`src/rtl/hwtl_pkg.sv`:
```
package hwtl_pkg;
  localparam int TW       = 8;
  localparam int N_LIM    = 4;
  localparam int N_LOCK   = 2;
  localparam int N_SENS   = 3;
  localparam int AW       = $clog2(N_LIM);
  localparam logic [TW-1:0] LIM_RST = 8'h7F;

  typedef logic signed [TW-1:0] temp_t;

  // limit ownership: even addresses on-die, odd addresses remote
  localparam logic [N_LIM-1:0] INT_MASK = 4'b0101;
  localparam logic [N_LIM-1:0] EXT_MASK = 4'b1010;
endpackage

```
`src/rtl/hwtl_limit_bank.sv`:
```
module hwtl_limit_bank
  import hwtl_pkg::*;
#(
  parameter int NL = N_LIM,
  parameter int NK = N_LOCK,
  parameter int W  = TW,
  parameter int A  = AW
) (
  input  logic                 clk_i,
  input  logic                 rst_ni,
  input  logic                 wr_en_i,
  input  logic [A-1:0]         wr_addr_i,
  input  logic [W-1:0]         wr_data_i,
  input  logic [NK-1:0]        lock_set_i,
  input  logic                 reinit_i,
  output logic [NL-1:0][W-1:0] lim_o,
  output logic [NK-1:0]        lock_o
);
  logic [NK-1:0] lock_q;

  always_ff @(posedge clk_i or negedge rst_ni) begin
    if (!rst_ni)       lock_q <= '0;
    else if (reinit_i) lock_q <= '0;
    else               lock_q <= lock_q | lock_set_i;
  end

  for (genvar k = 0; k < NL; k++) begin : g_lim
    logic locked;
    logic [W-1:0] q;
    if (k < NK) begin : g_lk
      assign locked = lock_q[k];
    end else begin : g_nl
      assign locked = 1'b0;
    end
    always_ff @(posedge clk_i or negedge rst_ni) begin
      if (!rst_ni)       q <= LIM_RST;
      else if (reinit_i) q <= LIM_RST;
      else if (wr_en_i && wr_addr_i == A'(k) && !locked) q <= wr_data_i;
    end
    assign lim_o[k] = q;
  end

  assign lock_o = lock_q;
endmodule

```
`src/rtl/hwtl_cmp.sv`:
```
module hwtl_cmp
  import hwtl_pkg::*;
#(
  parameter int NL = N_LIM,
  parameter int W  = TW,
  parameter logic [NL-1:0] SEL = '1
) (
  input  logic [W-1:0]         temp_i,
  input  logic [NL-1:0][W-1:0] lim_i,
  output logic                 over_o
);
  logic [NL-1:0] hit;
  for (genvar k = 0; k < NL; k++) begin : g_c
    if (SEL[k]) begin : g_on
      assign hit[k] = $signed(temp_i) > $signed(lim_i[k]);
    end else begin : g_off
      assign hit[k] = 1'b0;
    end
  end
  assign over_o = |hit;
endmodule

```
`src/rtl/hwtl_flag.sv`:
```
module hwtl_flag (
  input  logic clk_i,
  input  logic rst_ni,
  input  logic reinit_i,
  input  logic conv_done_i,
  input  logic over_i,
  output logic flag_o
);
  always_ff @(posedge clk_i or negedge rst_ni) begin
    if (!rst_ni)          flag_o <= 1'b0;
    else if (reinit_i)    flag_o <= 1'b0;
    else if (conv_done_i) flag_o <= over_i;
  end
endmodule

```
`src/rtl/hw_temp_limit_cmp.sv`:
```
module hw_temp_limit_cmp
  import hwtl_pkg::*;
(
  input  logic              clk_i,
  input  logic              rst_ni,
  input  logic              wr_en_i,
  input  logic [AW-1:0]     wr_addr_i,
  input  logic [TW-1:0]     wr_data_i,
  input  logic [AW-1:0]     rd_addr_i,
  output logic [TW-1:0]     rd_data_o,
  input  logic [N_LOCK-1:0] lock_set_i,
  input  logic              reinit_i,
  input  logic              conv_done_i,
  input  logic [TW-1:0]     temp_int_i,
  input  logic [TW-1:0]     temp_ext1_i,
  input  logic [TW-1:0]     temp_ext2_i,
  output logic              hw_err_o
);
  logic [N_LIM-1:0][TW-1:0] lim;
  logic [N_LOCK-1:0]        lock;
  logic [N_SENS-1:0][TW-1:0] rd_temp;
  logic [N_SENS-1:0]         over;

  hwtl_limit_bank u_bank (
    .clk_i      (clk_i),
    .rst_ni     (rst_ni),
    .wr_en_i    (wr_en_i),
    .wr_addr_i  (wr_addr_i),
    .wr_data_i  (wr_data_i),
    .lock_set_i (lock_set_i),
    .reinit_i   (reinit_i),
    .lim_o      (lim),
    .lock_o     (lock)
  );

  assign rd_temp = {temp_ext2_i, temp_ext1_i, temp_int_i};

  // sensor 0 is on-die, the rest are remote diodes
  for (genvar s = 0; s < N_SENS; s++) begin : g_s
    hwtl_cmp #(.SEL(s == 0 ? INT_MASK : EXT_MASK)) u_cmp (
      .temp_i (rd_temp[s]),
      .lim_i  (lim),
      .over_o (over[s])
    );
  end

  hwtl_flag u_flag (
    .clk_i       (clk_i),
    .rst_ni      (rst_ni),
    .reinit_i    (reinit_i),
    .conv_done_i (conv_done_i),
    .over_i      (|over),
    .flag_o      (hw_err_o)
  );

  assign rd_data_o = lim[rd_addr_i];
endmodule

```
`config.mk`:
```
export PLATFORM = sky130hd
export DESIGN_NAME = hw_temp_limit_cmp
export DESIGN_NICKNAME = d
export VERILOG_FILES = /design/src/rtl/hwtl_pkg.sv /design/src/rtl/hwtl_limit_bank.sv /design/src/rtl/hwtl_cmp.sv /design/src/rtl/hwtl_flag.sv /design/src/rtl/hw_temp_limit_cmp.sv
export SDC_FILE = /design/constraint.sdc
export NUM_CORES = 1
export LEC_CHECK = 0
export BUFFER_PORTS_ARGS = -buffer_cell sky130_fd_sc_hd__buf_2
export CAP_MARGIN = 20
export CORE_MARGIN = 2
export CORE_UTILIZATION = 35
export CTS_CLUSTER_DIAMETER = 50
export DETAILED_ROUTE_END_ITERATION = 6
export GPL_TIMING_DRIVEN = 1
export PLACE_DENSITY_LB_ADDON = 0.3
export SETUP_SLACK_MARGIN = 0.02
export SLEW_MARGIN = 5
export SYNTH_ARGS = -nofsm -noshare
export SYNTH_HDL_FRONTEND = slang
export SYNTH_HIERARCHICAL = 1
export SYNTH_SLANG_ARGS = --single-unit
```
`constraint.sdc`:
```
create_clock -name clk_i -period 3.4 [get_ports clk_i]
set_clock_uncertainty 0.05 [all_clocks]
set_input_delay 0.51 -clock clk_i [delete_from_list [all_inputs] [get_ports clk_i]]
set_output_delay 0.51 -clock clk_i [all_outputs]
set_load 0.02 [all_outputs]
```
=== Yosys cells after proc, flatten, opt, wreduce, memory -nomap -nowiden ===
Cells that the tools add are included.

* Magnitude comparators: 7
* Equality and inequality tests: 3
* Muxes and demuxes: 13
* Bitwise gates (word level): 1
* Reduce and logical (&&, ||, !) cells: 15

{| class="wikitable"
|+ Operators with widths
! operator !! number
|-
| $mux 8 || 9
|-
| $gt 8x8->1 || 6
|-
| $bmux 8 s2 || 1
|-
| $reduce_bool 2->1 || 5
|-
| $logic_and 1x1->1 || 6
|-
| $reduce_or 6->1 || 1
|-
| $eq 2x2->1 const B || 2
|-
| $lt 2x3->1 const B || 1
|-
| $eq 2x1->1 const B || 1
|-
| $logic_not 1->1 || 2
|-
| $logic_not 2->1 || 1
|-
| $mux 1 || 2
|-
| $mux 2 || 1
|-
| $or 2x2->2 || 1
|}

* Bits in registers: 35
* Bits of input ports: 43
* Output and inout port bits: 9
* Word-level logic and storage cells: 45

=== Depth between registers and ports, before layout ===
Gate-level depths: netlist (run 1).

* Depth in word-level cells: 5
* Gate-level depth with buffers: 10
* Depth with buffers taken out: 10

=== Cells and area by module ===
Netlist (run 1), hierarchy kept.

{| class="wikitable"
|+ Modules (own cells, without submodules)
! module !! times used !! cells each !! area each (sq um) !! seq. area each (sq um)
|-
| hwtl_limit_bank || 1 || 122 || 1457.6 || 885.8
|-
| hwtl_cmp || 3 || 55 || 424.2 || 0.0
|-
| hw_temp_limit_cmp || 1 || 11 || 202.7 || 0.0
|-
| hwtl_flag || 1 || 3 || 38.8 || 25.0
|}

=== Worst setup path after synthesis (run 1) ===
No wires, ideal clock.

* Path type: register -> register
* Start point: reg u_bank.g_lim[1].q[1]
* End point: reg u_flag.flag_o
* Library setup time: 0.118 ns
* Arrival: 2.046 ns
* Required time: 3.232 ns
* Path slack: 1.185 ns
* Cell stages (with the launch flop): 11
* Path buffers: 0
* Period minus slack after synthesis: 2.215 ns
* Cell sequence: dfstp_2 > inv_1 > ha_1 > nor2b_4 > o211ai_2 > a21oi_2 > nor4bb_1 > o32ai_1 > or3_1 > mux2i_1 > nor2_1

* Longest elaborated chain between the ends: 4
* Elaborated cells on any way between the ends: 5
* Those cells by class: order compare (2); mux (2); reduce/logical (1)

{| class="wikitable"
|+ RTL lines
! item !! RTL line !! text
|-
| from (decl) || hwtl_limit_bank.sv:29 || <nowiki>logic [W-1:0] q;</nowiki>
|-
| from (signal assigned) || hwtl_limit_bank.sv:38 || <nowiki>else if (wr_en_i && wr_addr_i == A'(k) && !locked) q <= wr_data_i;</nowiki>
|-
| $gt 8x8->1 || hwtl_cmp.sv:15 || <nowiki>assign hit[k] = $signed(temp_i) > $signed(lim_i[k]);</nowiki>
|-
| $reduce_or 6->1 (*) || hw_temp_limit_cmp.sv:52 || <nowiki>.over_i (|over),</nowiki>
|-
| $mux 1 (*) || hwtl_flag.sv:12 || <nowiki>else if (conv_done_i) flag_o <= over_i;</nowiki>
|-
| $mux 1 (*) || hwtl_flag.sv:11 || <nowiki>else if (reinit_i) flag_o <= 1'b0;</nowiki>
|-
| to (signal assigned) || hwtl_flag.sv:12 ||
|-
| to (decl) || hwtl_flag.sv:7 || <nowiki>output logic flag_o</nowiki>
|}

Mark *: on every way between the ends. The rest lies on a longest branch, timed or not. The select of a mux whose other input is x is not followed.
A chain may end at the register's enable or synchronous reset.

=== Final worst setup path (run 1) ===
* Start point: reg u_bank.g_lim[1].q[5]
* End point: reg u_flag.flag_o

Same word-level chain as after synthesis.

==> results of run 1 <==
## stage by stage
| step | instances | area, sq um | util [%] |
|---|---|---|---|
| after floorplan | 301 | 2970 | - |
| after global placement | 447 | 3300 | 40.2 |
| after detailed placement | 447 | 3300 | 40.2 |
| after CTS | 455 | 3400 | 41.4 |
| after global routing | 455 | 3400 | 41.4 |
| final | 455 | 3400 | 41.4 |
## sequential cells by signal, summed over array words and instances, names as in the netlist
name	count
u_bank/g_lim.q	32
u_flag/flag_o	1
u_bank/lock_o	2
## cells in the final DEF (no fill, tap or decap), types with 3 or more instances in the layout
master / n
buf_2: 51
inv_1: 48
ha_1: 48
nor2_1: 46
mux2i_1: 33
dfstp_2: 28
nand4_1: 12
a21oi_1: 9
mux4_2: 8
clkbuf_8: 7
dfrtp_1: 7
a21o_1: 6
nand2b_1: 5
nor2b_4: 3
o211ai_2: 3
a21oi_2: 3
a31oi_1: 3
nor4bb_1: 3
o21ba_1: 3
nand2_1: 3
nor2b_1: 3
o211ai_1: 3
a211oi_1: 3
o22ai_1: 3
o32ai_1: 3
## worst min path at each step
stage / startpoint / to / slack, ns
5_1_grt: rst_ni / u_bank/lock_o[0] / 0.29
2_1_floorplan: rst_ni / u_bank/g_lim[0].q[7] / 0.16
6_report: rst_ni / u_bank/lock_o[0] / 0.25
4_1_cts: rst_ni / u_bank/lock_o[0] / 0.27
3_5_place_dp: u_bank/lock_o[1] / u_bank/lock_o[1] / 0.44
3_3_place_gp: u_bank/lock_o[1] / u_bank/lock_o[1] / 0.43
## power breakdown
| group | internal [mW] | leakage (nW) | total (mW) | switching, mW |
|---|---|---|---|---|
| logic | 0.0969 | 1.60 | 0.215 | 0.119 |
| registers | 0.440 | 0.387 | 0.454 | 0.0140 |
| clock network | 0.185 | 0.0515 | 0.324 | 0.139 |
| total | 0.722 | 2.04 | 0.994 | 0.272 |
## cell families (layout without fill, tap and decap cells)
group           after synthesis  in the layout  share of synthesized area, %
mux                          41             41                          17.2
compound gates               39             39                          9.85
buf+inv                      58            107                          7.96
fa+ha+maj                    48             48                          20.2
flops                        35             35                          30.7
simple gates                 80             80                          14.1
## layer usage
layer | track usage (%) | vias up
met5 | 0 | -
met4 | 3.57 | 0
met3 | 2.90 | 7
met2 | 26.4 | 51
met1 | 22.2 | 1083
li1 | - | 1151
## final cells by class
class                           count  share of cell area (%)
Multi-Input combinational cell    208                    53.6
Clock buffer                        8                    2.94
Tap cell                          105                    3.86
Inverter                           48                    5.30
Sequential cell                    35                    26.8
Timing Repair Buffer               51                    7.50
==> impl_metrics.toml, run 1 <==
[sta]
setup_viol = 0
max_slew_margin_pct = 48.6
tns_ns = 0
hold_violations = 0
min_period_ns = 2.50
fin_ws_ns = 0.905
hold_ws_ns = 0.250
clock.fmax_mhz = 401
fin_crit_sh_pct = 73.4
tightest_slew_ns = 0.770
grt_setup_unrepaired = "no"
drv_slew = 0

[routing]
wl_met2_um = 3120
wl_met1_um = 3300
vias = 2292
top_layer = "met4"
detail_route.iter0.violations = 74
drtAntennaViolNets = 0
dr.pass1.iters = 4
drc_errors = 0
met3_length_um = 293
avgViaCountPerCell = 5.04
routedWlPerCell_um = 14.9
wl_um = 6780

[synthesis]
async_flop_share_pct = 100
synth_flop_cell = "dfstp_2"
syn_area_per_cell_sq_um = 9.87
yosysWarnings = 6
syn-instance-count = 301
syn_area_sq_um = 2970
synth-seq-area-share_pct = 30.7
ys_seq_elements = 35
synthTopCellsByArea = "dfstp_2 (25%), ha_1 (20%), mux2i_1 (11%), inv_1 (6.1%), mux4_2 (6.1%)"
synth_area_leader_cell = "dfstp_2"
synth_top_area_share_pct = 24.8
synth.net_count = 392
synth.distinct_cells = 32
ys_top_cells_by_count = "ha_1 (48), inv_1 (48), nor2_1 (46)"
synth_edf_count = 0

[placed_design]
place_hpwl_um = 5530
place_congestion = 0.836
io_buffer_count = 51
dp_worst_setup_slack_ns = 0.871

[die]
start_util_pct = 36.2
fp-row-count = 33
coreArea_sq_um = 8220
io_pins = 52
dieWidth_um = 96.1
dieArea_sq_um = 9240
dieHeight_um = 96.1

[global_routing]
grt_start_max_net_pins = 44
grt_util_all_layers_pct = 16.1
grt_pass1_vias = 2428
antenna_found_initial = 0
overflow = 0
grt_pass1_wl_um = 11500

[clock_tree]
clock-sinks = 35
cts_tree = "done"
cts_resized = 0
holdBufCountCts = 0
numCtsBuffers = 5
cts-root-buf = "clkbuf_8"
path_clk_slew_ns = 0.07
cts_setup_buffers = 0
cts_buffer_depth = 2
clk_latency_ns = 0.28
cts_max_level = 2

[cells_and_area]
syn2layout_area_growth_pct = 14.5
layout.area.seq_sq_um = 911
nFillCells = 813
drive_above_1_share_pct = 29.4
antenna_cells = 0
multi_input_area_sq_um = 1820
nNetsFinal = 440

[worst_setup_path]
r2r-start = "u_bank/g_lim[1].q[5]"
crit_family = "simple AND/OR/NAND/NOR gates"
r2r_cells = 9
crit_type = "register to register"
cp_cell_sequence = "inv_1 -> ha_1 -> a21o_1 -> a31oi_1 -> nor4bb_1 -> o32ai_1 -> or3_1 -> mux2i_1 -> nor2_1"
startpoint_type = "register"
crit_start = "u_bank/g_lim[1].q[5]"
critPathRequiredTime_ns = 3.49
reg2reg_slack_ns = 0.90
critPathMaxStageDelay_ns = 0.56
worst-path-stages = 9
cp-end-kind = "register"
crit_end = "u_flag/flag_o"
critical_path_arrival_ns = 2.59
slowest_stage = "dfstp_2"
path_max_fanout = 4
rr_endpoint = "u_flag/flag_o"
crit_buf_inv = 1

[power_and_ir_drop]
p_leak_nw = 2.04
powerDensity_nw_per_um2 = 292
irDropWorstVdd_mv = 0.266
power_mw = 0.994

[outcome]
status = "finished clean"

[min_path]
holdCritPathClass = "primary input to asynchronous set/reset pin"

[run]
drv_cap = 0
Power figures use the tool's default switching activity.
==> run 2: changes to the inputs <==
Clock period 3.4 ns to 2.25 ns, I/O delays scaled along.
==> run 2 against run 1 <==
  * The flow now finishes with violations (setup timing)
  * Sequential power up 51%
  * Register-to-register slack worse by 1.0 ns
  * Worst setup slack worse by 1.0 ns
  * Count of clock-buffer cells in the layout down 1
  * Via count up 2.4%
  * Largest cell class unchanged
==> impl_metrics.toml, run 2 (synthesis results as in run 1) <==
[outcome]
status = "finished, violations left"
violations = "setup timing"

[die]
fp-row-count = 33
dieWidth_um = 96.1
io_pins = 52
start_util_pct = 36.2
coreArea_sq_um = 8220
dieHeight_um = 96.1
dieArea_sq_um = 9240

[worst_setup_path]
critical_path_arrival_ns = 2.45
reg2reg_slack_ns = -0.11
critPathRequiredTime_ns = 2.35
r2r-start = "u_bank/g_lim[0].q[5]"
crit_type = "register to register"
path_max_fanout = 2
startpoint_type = "register"
r2r_cells = 9
rr_endpoint = "u_flag/flag_o"
cp-end-kind = "register"

[power_and_ir_drop]
irDropWorstVdd_mv = 0.266
powerDensity_nw_per_um2 = 408
netSwitchingFraction_pct = 28.8
clockPowerShare_pct = 29.0
power_frac_comb_pct = 24.4
p_sw_mw = 0.423
p_leak_nw = 2.09
power.share.sequential_pct = 46.5
p_int_mw = 1.05

[sta]
tightest_slew_ns = 0.796
fin_ws_ns = -0.105
min_period_ns = 2.36
hold_ws_ns = 0.0803
setup_viol = 1
tns_ns = -0.105
fin_crit_sh_pct = 105
clock.fmax_mhz = 425
drv_slew = 0
hold_violations = 0
max_slew_margin_pct = 47.0
grt_setup_unrepaired = "yes"

[cells_and_area]
fin_util_pct = 43.8
regMostFlops = "u_bank/g_lim.q"
nNetsFinal = 456
final_cell_mix = "buf_2 (51), nor2_1 (46), inv_1 (45)"
final_cells = 470
largest_reg_flops = 32
nFillCells = 790
syn2layout_area_growth_pct = 21.2
drive_above_1_share_pct = 35.6
antenna_cells = 0
final_common_cell = "buf_2"
design_area_sq_um = 3600

[placed_design]
dp.cells = 461
placed_cell_area_sq_um = 3410
place_hpwl_um = 5660
place_congestion = 0.890
io_buffer_count = 51

[clock_tree]
cts_tree = "done"
clk_latency_ns = 0.29
path_clk_slew_ns = 0.07
clock-sinks = 35
holdBufCountCts = 0
numCtsBuffers = 5
cts_buffer_depth = 2
cts_max_level = 2
cts-root-buf = "clkbuf_8"

[global_routing]
grt_start_max_net_pins = 36
grt_pass1_wl_um = 11700
grt_pass1_vias = 2484
antenna_found_initial = 0
overflow = 0
grt_util_all_layers_pct = 16.4

[routing]
detail_route.iter0.violations = 76
vias = 2347
routedWlPerCell_um = 14.9
drc_errors = 0
wl_um = 7000
avgViaCountPerCell = 4.99
drtAntennaViolNets = 0
dr.pass1.iters = 4

[run]
drv_cap = 0

[min_path]
holdCritPathClass = "primary input to asynchronous set/reset pin"
-- run 2: changes by cell type in the layout (fill, tap and decap cells not counted) --
cell	change
buf_4	+15
ha_1	-5
ha_4	+5
inv_1	-3
nor4bb_1	-3
a21oi_1	-2
a21oi_2	+2
clkbuf_8	-2
inv_2	+2
nor4bb_2	+2
buf_6	+1
clkbuf_1	+1
inv_4	+1
nor4bb_4	+1
-- run 2: metrics by stage --
step | total power [mW] | setup WS [ns]
after CTS | 1.48 | -0.111
after global routing | 1.55 | -0.238
after global placement | 1.03 | -0.0815
final | 1.47 | -0.105
after detailed placement | 1.04 | -0.156
after floorplan | 0.904 | 0.0352
-- run 2: repair_timing --
action,CTS,global route
gates resized for setup,11,5
endpoints found under the setup margin,1,1
pin swaps,11,4
buffers inserted,2,0
-- run 2: worst max-delay path, stage by stage, from the launching register on --
cell and delay, ns:
dfstp_2 0.53, inv_1 0.04, ha_1 0.28, a21o_1 0.20, a31oi_1 0.20, nor4bb_2 0.23, o32ai_1 0.12, or3_1 0.37
mux2i_1 0.14, nor2_1 0.05
-- run 2: area by class of cell --
class | instances | area (sq um) | share of cell area (%)
Inverter | 48 | 183 | 5.07
Timing Repair Buffer | 67 | 379 | 10.5
Sequential cell | 35 | 911 | 25.3
Tap cell | 105 | 131 | 3.65
Multi-Input combinational cell | 208 | 1920 | 53.4
Clock buffer | 7 | 76.3 | 2.12
-- run 2: metal layers --
| metal | routed length (um) | vias to the layer above | track usage [%] |
|---|---|---|---|
| li1 | - | 1184 | - |
| met1 | 3370 | 1092 | 22.6 |
| met2 | 3220 | 59 | 26.7 |
| met3 | 329 | 12 | 2.90 |
| met4 | 86 | 0 | 4.17 |
| met5 | 0 | - | 0 |
-- run 2: power groups by stage --
stage	registers, mW	clock network, mW	logic [mW]
6_report	0.684	0.427	0.359
3_5_place_dp	0.694	0	0.342
4_1_cts	0.684	0.442	0.355
3_3_place_gp	0.694	0	0.334
5_1_grt	0.688	0.461	0.402
2_1_floorplan	0.689	0	0.215
-- run 2: how the worst max path moves through the flow --
| stage | start | cells past startpoint | end | slack (ns) |
|---|---|---|---|---|
| CTS | u_bank/g_lim[1].q[1] | 10 | u_flag/flag_o | -0.11 |
| floorplan | u_bank/g_lim[1].q[1] | 10 | u_flag/flag_o | 0.04 |
| global route | u_bank/g_lim[1].q[1] | 11 | u_flag/flag_o | -0.24 |
| finish | u_bank/g_lim[0].q[5] | 9 | u_flag/flag_o | -0.11 |
| detailed placement | u_bank/g_lim[1].q[1] | 10 | u_flag/flag_o | -0.16 |
| global placement | u_bank/g_lim[1].q[5] | 9 | u_flag/flag_o | -0.08 |
==> run 3: changes to the inputs <==
Settings changed: CAP_MARGIN 20 to 5, CTS_BUF_LIST set to sky130_fd_sc_hd__clkbuf_8.
==> run 3 against run 2 <==
  * The flow still finishes with violations (setup timing)
  * Via count grew 0.43%
  * Wire length decreased by 0.51%
  * Worst setup slack worse by 0.00060 ns
  * Worst hold slack better by 0.00087 ns
  * Final cell count unchanged
  * Count of clock-buffer cells in the layout is 2 lower
  * First-iteration DRC count is the same
  * Core utilization is the same
  * Global-route usage unchanged
  * Sequential cell count stayed put
  * Critical path depth is the same
  * Critical path type unchanged
  * Critical endpoint unchanged
  * Largest power group unchanged
==> impl_metrics.toml, run 3 (synthesis results as in run 1) <==
[outcome]
status = "finished, violations left"
violations = "setup timing"

[routing]
detail_route.iter0.violations = 76
routedWlPerCell_um = 14.8
avgViaCountPerCell = 5.01
drc_errors = 0
dr.pass1.iters = 4
wl_um = 6960
vias = 2357
drtAntennaViolNets = 0

[sta]
hold_ws_ns = 0.0812
setup_viol = 1
max_slew_margin_pct = 46.9
fin_ws_ns = -0.106
tightest_slew_ns = 0.797
hold_violations = 0
fin_crit_sh_pct = 105
grt_setup_unrepaired = "yes"
min_period_ns = 2.36
drv_slew = 0
clock.fmax_mhz = 424

[global_routing]
grt_pass1_vias = 2484
grt_util_all_layers_pct = 16.4
overflow = 0
grt_pass1_wl_um = 11700
grt_start_max_net_pins = 36
antenna_found_initial = 0

[clock_tree]
numCtsBuffers = 5
clock-sinks = 35
cts_max_level = 2
holdBufCountCts = 0
clk_latency_ns = 0.29
cts_tree = "done"
path_clk_slew_ns = 0.07
cts_buffer_depth = 2
cts-root-buf = "clkbuf_8"

[placed_design]
io_buffer_count = 51
place_hpwl_um = 5660
place_congestion = 0.890

[worst_setup_path]
critical_path_arrival_ns = 2.45
crit_type = "register to register"
startpoint_type = "register"
critPathRequiredTime_ns = 2.35
path_max_fanout = 2
cp-end-kind = "register"

[die]
dieArea_sq_um = 9240
io_pins = 52
dieWidth_um = 96.1
coreArea_sq_um = 8220
dieHeight_um = 96.1
start_util_pct = 36.2
fp-row-count = 33

[cells_and_area]
syn2layout_area_growth_pct = 21.2
nFillCells = 790
largest_reg_flops = 32
antenna_cells = 0
drive_above_1_share_pct = 35.6
multi_input_area_sq_um = 1920
nNetsFinal = 456
final_cell_mix = "buf_2 (51), inv_1 (47), nor2_1 (46)"
layout.area.seq_sq_um = 911
final_common_cell = "buf_2"
regMostFlops = "u_bank/g_lim.q"

[min_path]
holdCritPathClass = "primary input to asynchronous set/reset pin"

[power_and_ir_drop]
power_mw = 1.46
powerDensity_nw_per_um2 = 406
irDropWorstVdd_mv = 0.266
p_leak_nw = 2.10

[run]
drv_cap = 0
-- run 3: cell count changes in the layout (fill, tap and decap cells not counted), sizes merged --
cell,before,now
clkbuf,7,5
inv,48,50
-- run 3: area by class of cell --
| class | instances | area share [%] |
|---|---|---|
| multi-input combinational | 208 | 53.4 |
| sequential | 35 | 25.3 |
| timing repair buffer | 67 | 10.5 |
| inverter | 48 | 5.07 |
| tap | 105 | 3.65 |
| clock buffer | 5 | 1.91 |
| clock inverter | 2 | 0.208 |
-- run 3: per-layer routing --
layer / global-route usage [%] / up-vias / part of all wire (%)
met5: 0 / - / 0
met4: 4.17 / 0 / 1.2
met3: 2.90 / 12 / 5.0
met2: 26.7 / 58 / 46
met1: 22.6 / 1102 / 47
li1: - / 1185 / -
-- run 3: final timing paths --
check	start	end	slack (ns)	cells past startpoint
setup / recovery	u_bank/g_lim[0].q[5]	u_flag/flag_o	-0.11	9
hold / removal	rst_ni	u_bank/lock_o[0]	0.08	1
setup reg to reg	u_bank/g_lim[0].q[5]	u_flag/flag_o	-0.11	9
hold reg to reg	u_bank/lock_o[0]	u_bank/lock_o[0]	0.44	2
max in group asynchronous	rst_ni	u_bank/lock_o[1]	1.56	1
min in group clk_i	lock_set_i[1]	u_bank/lock_o[1]	0.22	3
-- run 3: critical path, stage by stage, from the launching register on --
cell and delay [ns]:
dfstp_2 0.53, inv_1 0.04, ha_1 0.28, a21o_1 0.20, a31oi_1 0.20, nor4bb_2 0.23, o32ai_1 0.12, or3_1 0.37
mux2i_1 0.14, nor2_1 0.05
-- run 3: through the flow --
stage / utilization [%] / area (sq um) / std cells / worst slack (ns) / setup TNS [ns]
floorplan: - / 2970 / 301 / 0.0352 / 0
global placement: 41.5 / 3410 / 461 / -0.0815 / -0.0815
detailed placement: 41.5 / 3410 / 461 / -0.156 / -0.156
CTS: 43.5 / 3570 / 470 / -0.111 / -0.111
global route: 43.8 / 3600 / 470 / -0.238 / -0.238
finish: 43.8 / 3600 / 470 / -0.106 / -0.106
-- run 3: where the power goes --
part / switching (mW) / internal (mW)
Combinational: 0.191 / 0.169
Clock: 0.214 / 0.204
Sequential: 0.0186 / 0.665
Total: 0.424 / 1.04
-- run 3: timing repair --
| item | CTS | global route |
|---|---|---|
| pin swaps | 11 | 4 |
| resized for setup | 11 | 5 |
| setup buffers | 2 | 0 |
| setup endpoints to repair | 1 | 1 |
